[src/rtl/stoch_prob_counter.sv]
module stoch_prob_counter #(
  parameter int LOG2_WIN = 11,
  parameter int FINE_W   = 5
) (
  input  logic              clk,
  input  logic              rst,
  input  logic              start,
  input  logic              bit_valid,
  input  logic              bit_in,
  output logic [FINE_W-1:0] code,
  output logic              code_valid
);
  localparam int CW = LOG2_WIN + 1;

  logic [LOG2_WIN-1:0] trial_q;
  logic [CW-1:0]       ones_q;
  logic [CW-1:0]       ones_next;
  logic [FINE_W:0]     scaled;
  logic [FINE_W-1:0]   sat;
  logic                last;

  assign ones_next = ones_q + CW'(bit_in);
  assign last      = bit_valid && (trial_q == {LOG2_WIN{1'b1}});

  generate
    if (LOG2_WIN >= FINE_W) begin : g_down
      localparam int SH = LOG2_WIN - FINE_W;
      logic [CW-1:0] shr;
      assign shr    = ones_next >> SH;
      assign scaled = shr[FINE_W:0];
    end else begin : g_up
      assign scaled = {ones_next, {(FINE_W - LOG2_WIN){1'b0}}};
    end
  endgenerate

  assign sat = scaled[FINE_W] ? {FINE_W{1'b1}} : scaled[FINE_W-1:0];

  always_ff @(posedge clk) begin
    if (rst) begin
      trial_q    <= '0;
      ones_q     <= '0;
      code       <= '0;
      code_valid <= 1'b0;
    end else begin
      code_valid <= 1'b0;
      if (start) begin
        trial_q <= '0;
        ones_q  <= '0;
      end else if (bit_valid) begin
        trial_q <= trial_q + 1'b1;
        if (last) begin
          ones_q     <= '0;
          code       <= sat;
          code_valid <= 1'b1;
        end else begin
          ones_q <= ones_next;
        end
      end
    end
  end

  a_r3_single_pulse: assert property (@(posedge clk) disable iff (rst)
    code_valid |=> !code_valid);

  a_r4_code_hold: assert property (@(posedge clk) disable iff (rst)
    !code_valid |-> $stable(code));

  a_r5_idle_no_count: assert property (@(posedge clk) disable iff (rst)
    (!bit_valid && !start) |=> ($stable(trial_q) && $stable(ones_q) && !code_valid));

  a_r6_start_no_pulse: assert property (@(posedge clk) disable iff (rst)
    start |=> (!code_valid && trial_q == '0 && ones_q == '0));

  a_r2_ones_bounded: assert property (@(posedge clk) disable iff (rst)
    ones_q <= CW'(trial_q));
endmodule

[config.mk]
export PLATFORM = sky130hd
export DESIGN_NAME = stoch_prob_counter
export DESIGN_NICKNAME = d
export VERILOG_FILES = /design/src/rtl/stoch_prob_counter.sv
export SDC_FILE = /design/constraint.sdc
export NUM_CORES = 1
export LEC_CHECK = 0
export CORE_MARGIN = 10
export CORE_UTILIZATION = 60
export DETAILED_ROUTE_END_ITERATION = 7
export PLACE_DENSITY = 0.82
export SYNTH_ARGS = -nofsm -noshare
export SYNTH_HDL_FRONTEND = slang
export SYNTH_SLANG_ARGS = --single-unit
[constraint.sdc]
create_clock -name clk -period 3.3 [get_ports clk]
set_input_delay 0.33 -clock clk [delete_from_list [all_inputs] [get_ports clk]]
set_output_delay 0.33 -clock clk [all_outputs]
set_load 0.01 [all_outputs]
==> results.json, run 1 <==
{
  "status": "finished clean",
  "synth_common_cells": "dfxtp_1 (29), nor2_1 (22), xor2_1 (14)",
  "seq_power_share": 0.601,
  "drt-wirelength-per-cell_um": 13.78,
  "gr-usage-all-layers": 0.1366,
  "port_buffers": 10,
  "postSynth.asyncResetShare": 0,
  "final-setup-viol-count": 0,
  "synth_top_family_by_area": "simple AND/OR/NAND/NOR gates",
  "switchingPower_w": 0.0001240,
  "clock_skew_ns": 0.004366,
  "grt_max_degree": 23,
  "p_int_w": 0.0004617,
  "synthToLayoutAreaGrowth_pct": 12.79,
  "dr.pass1.iters": 6,
  "min_from": "ones_q[0]",
  "max_freq_ghz": 0.4712,
  "maxCapViolations": 0,
  "slew_viol_final": 0,
  "synth_xor_area_frac": 0.1224,
  "antenna_found_initial": 0,
  "synth_compound_area_frac": 0.1067,
  "drive_gt1_frac": 0.06707,
  "rsz0062_at_grt": "no",
  "clock_latency_ns": 0.32,
  "p_per_area_mw_per_mm2": 381.8,
  "cp_max_fo": 22,
  "core.rowCount": 17,
  "cts_buffer_depth": 2,
  "grt_pass1_wl_um": 4761,
  "synth_top_area_frac": 0.4269,
  "antenna_left": 0,
  "ys.flop_type": "dfxtp_1",
  "finalCriticalPeriod_ns": 2.122,
  "gp_congestion": 0.8123,
  "cts_tree": "built",
  "routed_wl_um": 2645,
  "grt.overflow.total": 0,
  "drc_errors": 0,
  "synth_seq_cells": 29,
  "whs_ns": 0.4874,
  "htree_levels": 2,
  "min_path_cells": 2,
  "grt_pass1_vias": 1132,
  "crit_arrival_ns": 2.34,
  "fin_setup_tns_ns": 0,
  "synth_most_common_cell": "dfxtp_1",
  "syn_area_mm2": 0.001360,
  "p_comb_frac": 0.042,
  "synth_edf_count": 0,
  "worstRegToRegCells": 5,
  "cts_hold_buf": 0,
  "cts-root-buf": "clkbuf_4",
  "fin_crit_sh": 0.6431,
  "setup_ws_ns": 1.178,
  "place_ws_ns": 0.8340,
  "synth.largest_area_cell": "dfxtp_1",
  "worstPathRequired_ns": 3.52,
  "ys_seq_area_frac": 0.4269,
  "drt-initial-drc-count": 74,
  "synthMuxAreaShare": 0.007360,
  "hp-class": "flip-flop to flip-flop",
  "switching_share": 0.2117,
  "synth_area_per_cell_um2": 8.948,
  "die_area_mm2": 0.004571,
  "post-dp-hpwl_um": 2008,
  "synthTopCellsByArea": "dfxtp_1 (43%), xor2_1 (9.0%), nor2_1 (6.1%)",
  "cts_made_buffers": 5,
  "die_h_um": 67.61,
  "reg2reg_to": "ones_q[7]",
  "layout.nets": 172,
  "netlist_instances": 152,
  "diodes": 0,
  "cts_setup_buffers": 0,
  "coreArea_mm2": 0.002191,
  "yosys.area_share.simple": 0.2861,
  "irDropWorstVdd_v": 0.0002577,
  "r2r_start": "trial_q[0]",
  "tightest_slew_ns": 0.6845,
  "die_width_um": 67.61,
  "vias": 1119,
  "io_pins": 11,
  "vias_per_cell": 5.828,
  "start_kind": "primary input",
  "cts_resized": 0,
  "clock_power_share": 0.358,
  "min_to": "ones_q[0]",
  "path_clk_slew_ns": 0.08,
  "relSlewSlack": 0.5399,
  "synth-adder-area-share": 0.02760,
  "start_util": 0.6208,
  "regToRegSetupSlack_ns": 1.34,
  "syn_nets": 160,
  "criticalPathCategory": "primary input to flip-flop",
  "synth.distinct_cells": 34,
  "yosys_warnings": 0,
  "worstSetupEndpointType": "flip-flop",
  "cts.sinks": 29,
  "hold_viol_final": 0,
  "p_leak_nw": 0.5174
}
==> metal layers <==
layer	vias up	wire length, um	share of wire	GRT usage
met5	-	0	0	0
met4	0	62	0.023	0.07692
met3	7	160	0.060	0.05950
met2	22	1228	0.46	0.2054
met1	521	1193	0.45	0.1587
li1	569	-	-	-
==> area by class of cell <==
class / instances / area [um2]
multi-input cells: 115 / 748.2
fillers: 193 / 656.9
flip-flops and latches: 29 / 580.6
repair buffers: 11 / 107.6
clock buffers: 7 / 55.05
well taps: 28 / 35.03
inverters: 2 / 7.507
==> stage by stage <==
stage | cell area [um2] | power, W | std cells | utilization
after floorplan | 1360 | 0.0003747 | 152 | -
after global placement | 1479 | 0.0003838 | 185 | 0.6750
after detailed placement | 1479 | 0.0003844 | 185 | 0.6750
after CTS | 1534 | 0.0005961 | 192 | 0.7002
after global routing | 1534 | 0.0006181 | 192 | 0.7002
final | 1534 | 0.0005857 | 192 | 0.7002
==> worst max-delay path by stage <==
stage | from | end | slack (ns) | cells past startpoint
floorplan | trial_q[0] | ones_q[7] | 1.54 | 6
CTS | bit_valid | ones_q[7] | 1.20 | 6
global placement | bit_valid | ones_q[7] | 0.90 | 6
finish | bit_valid | ones_q[7] | 1.18 | 6
global route | bit_valid | ones_q[7] | 1.07 | 6
detailed placement | bit_valid | ones_q[7] | 0.83 | 6
==> worst max-delay path: stages <==
cell and delay, ns:
clkdlybuf4s50_1 0.45, buf_4 0.23, nand4_2 0.17, or4_1 0.71, and2_4 0.24, a32o_1 0.20
==> state kept, by name (all words and copies together) (netlist names) <==
name,cells
ones_q,12
code,5
code_valid,1
trial_q,11
==> layout by cell type (no fill, tap or decap), types with 2 or more instances in the layout <==
cell type	count
a21oi_1	3
nand4_1	9
o21ai_0	2
and3_1	3
ha_1	3
nor2_1	22
nor3_1	3
o2bb2ai_1	3
and4_1	3
nand2_1	11
nand2b_1	2
a311oi_1	5
o32ai_1	2
clkdlybuf4s50_1	10
a21boi_0	3
xnor2_1	5
nor3b_1	2
xor2_1	14
dfxtp_1	29
clkbuf_4	5
nand3_1	7
and2_1	3
inv_1	2
==> cell families after synthesis <==
kind of cell,count (synthesis)
AOI/OAI and AO/OA,19
DFF,29
adders and majority gates,3
xor gates and xnor gates,19
muxes,1
buffers and inverters,8
and+or+nand+nor,73
==> power groups by stage <==
stage / clock, W / sequential, W / combinational, W
6_report: 0.000209 / 0.000352 / 0.0000244
5_1_grt: 0.000239 / 0.000352 / 0.0000272
3_5_place_dp: 0 / 0.000360 / 0.0000242
2_1_floorplan: 0 / 0.000360 / 0.0000147
3_3_place_gp: 0 / 0.000360 / 0.0000237
4_1_cts: 0.000220 / 0.000352 / 0.0000244
Power figures use the tool's default switching activity.
==> inputs of run 2 (changes only) <==
--- a/config.mk
+++ b/config.mk
@@ -6,9 +6,9 @@
 export NUM_CORES = 1
 export LEC_CHECK = 0
 export CORE_MARGIN = 10
-export CORE_UTILIZATION = 60
+export CORE_UTILIZATION = 50
 export DETAILED_ROUTE_END_ITERATION = 7
-export PLACE_DENSITY = 0.82
+export PLACE_DENSITY = 0.73
 export SYNTH_ARGS = -nofsm -noshare
 export SYNTH_HDL_FRONTEND = slang
 export SYNTH_SLANG_ARGS = --single-unit
==> constraint.sdc (replaced) <==
create_clock -name clk -period 1.9 [get_ports clk]
set_input_delay 0.19 -clock clk [delete_from_list [all_inputs] [get_ports clk]]
set_output_delay 0.19 -clock clk [all_outputs]
set_load 0.01 [all_outputs]
==> run 2 against run 1 <==
Net effect: register-to-register slack worse by 1.2 ns; total power up 86%; first-iteration DRC count down 41%; wire length up 6.8%; non-clock buffer count up 8; final area up 5.3%; worst hold slack worse by 0.0068 ns; sequential power up 74%; combinational power up 78%; die area up 14%.
==> results.json, run 2 (synthesis results as in run 1) <==
{
  "path_clk_slew_ns": 0.09,
  "diodes": 0,
  "p_leak_nw": 0.5620,
  "drt-initial-drc-count": 44,
  "clock_skew_ns": 0.004302,
  "largest_reg_flops": 12,
  "rsz0062_at_grt": "no",
  "relSlewSlack": 0.7157,
  "multi_input_area_um2": 750.7,
  "fillCellCount": 221,
  "min_path_cells": 2,
  "r2r_start": "trial_q[1]",
  "worstSetupEndpointType": "flip-flop",
  "hold_viol_final": 0,
  "status": "finished clean",
  "coreArea_mm2": 0.002545,
  "layout.nets": 180,
  "cts_tree": "built",
  "postLayoutCoreUtil": 0.6347,
  "tightest_slew_ns": 0.4248,
  "fin_setup_tns_ns": 0,
  "final_common_cell": "dfxtp_1",
  "largest_register": "ones_q",
  "drc_errors": 0,
  "grt_pass1_wl_um": 4761,
  "grt.overflow.total": 0,
  "vias": 1181,
  "cts_made_buffers": 5,
  "p_per_area_mw_per_mm2": 674.3,
  "synthToLayoutAreaGrowth_pct": 18.77,
  "criticalPathCategory": "flip-flop to flip-flop",
  "reg2reg_to": "ones_q[11]",
  "maxCapViolations": 0,
  "cts_buffer_depth": 2,
  "slew_viol_final": 0,
  "worstPathRequired_ns": 2.13,
  "largestRegisters": "ones_q x12, trial_q x11, code x5",
  "cts-root-buf": "clkbuf_4",
  "most-common-layout-cells": "dfxtp_1 (28), nor2_1 (22), xor2_1 (14)",
  "clock_latency_ns": 0.33,
  "cts.sinks": 29,
  "seqCellArea_um2": 581.8,
  "antenna_left": 0,
  "post-dp-hpwl_um": 2069,
  "finalCriticalPeriod_ns": 1.787,
  "vias_per_cell": 5.818,
  "cts_hold_buf": 0,
  "gp_congestion": 0.8588,
  "die_area_mm2": 0.005206,
  "power.total_w": 0.001089,
  "grt_max_degree": 21,
  "die_h_um": 72.16,
  "regToRegSetupSlack_ns": 0.11,
  "worstRegToRegCells": 6,
  "fin_crit_sh": 0.9405,
  "core.rowCount": 18,
  "min_to": "ones_q[0]",
  "cp_max_fo": 5,
  "routed_wl_um": 2825,
  "final-setup-viol-count": 0,
  "crit_arrival_ns": 2.02,
  "htree_levels": 2,
  "drt-wirelength-per-cell_um": 13.92,
  "antenna_found_initial": 0,
  "drive_gt1_frac": 0.1329,
  "grt_pass1_vias": 1116,
  "start_kind": "flip-flop",
  "dr.pass1.iters": 4,
  "gr-usage-all-layers": 0.1122,
  "port_buffers": 10,
  "io_pins": 11,
  "irDropWorstVdd_v": 0.0004659,
  "min_from": "ones_q[0]",
  "die_width_um": 72.16,
  "hp-class": "flip-flop to flip-flop",
  "start_util": 0.5344,
  "max_freq_ghz": 0.5596
}
run 2: cell types whose count changed in the layout (fill, tap and decap cells not counted):
cell	before	now
buf_4	1	9
clkbuf_1	1	0
clkbuf_8	1	2
clkinv_2	0	1
dfxtp_1	29	28
dfxtp_2	0	1
ha_1	3	2
ha_2	0	1
run 2: worst max path at each step:
stage | from | to | slack (ns) | cells past startpoint
6_report | trial_q[1] | ones_q[11] | 0.11 | 6
4_1_cts | trial_q[0] | ones_q[11] | 0.06 | 6
3_5_place_dp | bit_valid | ones_q[6] | -0.01 | 6
5_1_grt | trial_q[1] | ones_q[11] | 0.01 | 6
2_1_floorplan | trial_q[0] | ones_q[7] | 0.14 | 6
3_3_place_gp | bit_valid | ones_q[7] | 0.03 | 5
run 2: what timing repair did:
item,4_1_cts,5_1_grt
gates resized for setup,0,2
setup buffers,0,0
setup endpoints to repair,0,3
run 2: final cells by class:
type,count,area share
clock inverters,1,0.003098
flip-flops and latches,29,0.3602
well taps,30,0.02324
clock buffers,7,0.04028
multi-input cells,115,0.4648
inverters,2,0.004648
repair buffers,19,0.1038
run 2: metrics by stage:
step / area [um2] / setup WS, ns / instances / hold slack, ns
after CTS: 1612 / 0.05736 / 203 / 0.4879
after global routing: 1615 / 0.01455 / 203 / 0.5176
after floorplan: 1360 / 0.1363 / 152 / 0.2621
after detailed placement: 1541 / -0.01219 / 195 / 0.4732
final: 1615 / 0.1130 / 203 / 0.4806
after global placement: 1541 / 0.03014 / 195 / 0.4590
run 2: worst max-delay path: stages, from the launching register on:
cell and delay, ns:
dfxtp_1 0.36, ha_2 0.22, nand2_1 0.08, or4_1 0.56
buf_4 0.18, a21boi_0 0.20, o2bb2ai_1 0.08
run 2: routing by layer:
metal | global-route usage | vias up | share of wire
li1 | - | 586 | -
met1 | 0.1180 | 562 | 0.45
met2 | 0.1808 | 28 | 0.46
met3 | 0.05034 | 5 | 0.063
met4 | 0.06667 | 0 | 0.017
met5 | 0 | - | 0
run 2: power breakdown:
group / switching (W) / internal, W
clock: 0.000220 / 0.000214
sequential: 0.00000184 / 0.000610
combinational: 0.0000251 / 0.0000184
total: 0.000247 / 0.000842
==> inputs of run 3 (changes only) <==
--- a/config.mk
+++ b/config.mk
@@ -9,6 +9,7 @@
 export CORE_UTILIZATION = 50
 export DETAILED_ROUTE_END_ITERATION = 7
 export PLACE_DENSITY = 0.73
+export SKIP_CTS_REPAIR_TIMING = 1
 export SYNTH_ARGS = -nofsm -noshare
 export SYNTH_HDL_FRONTEND = slang
 export SYNTH_SLANG_ARGS = --single-unit
==> results of run 3 <==
Same layout as run 2: the final DEF is identical, and so are final timing and power.
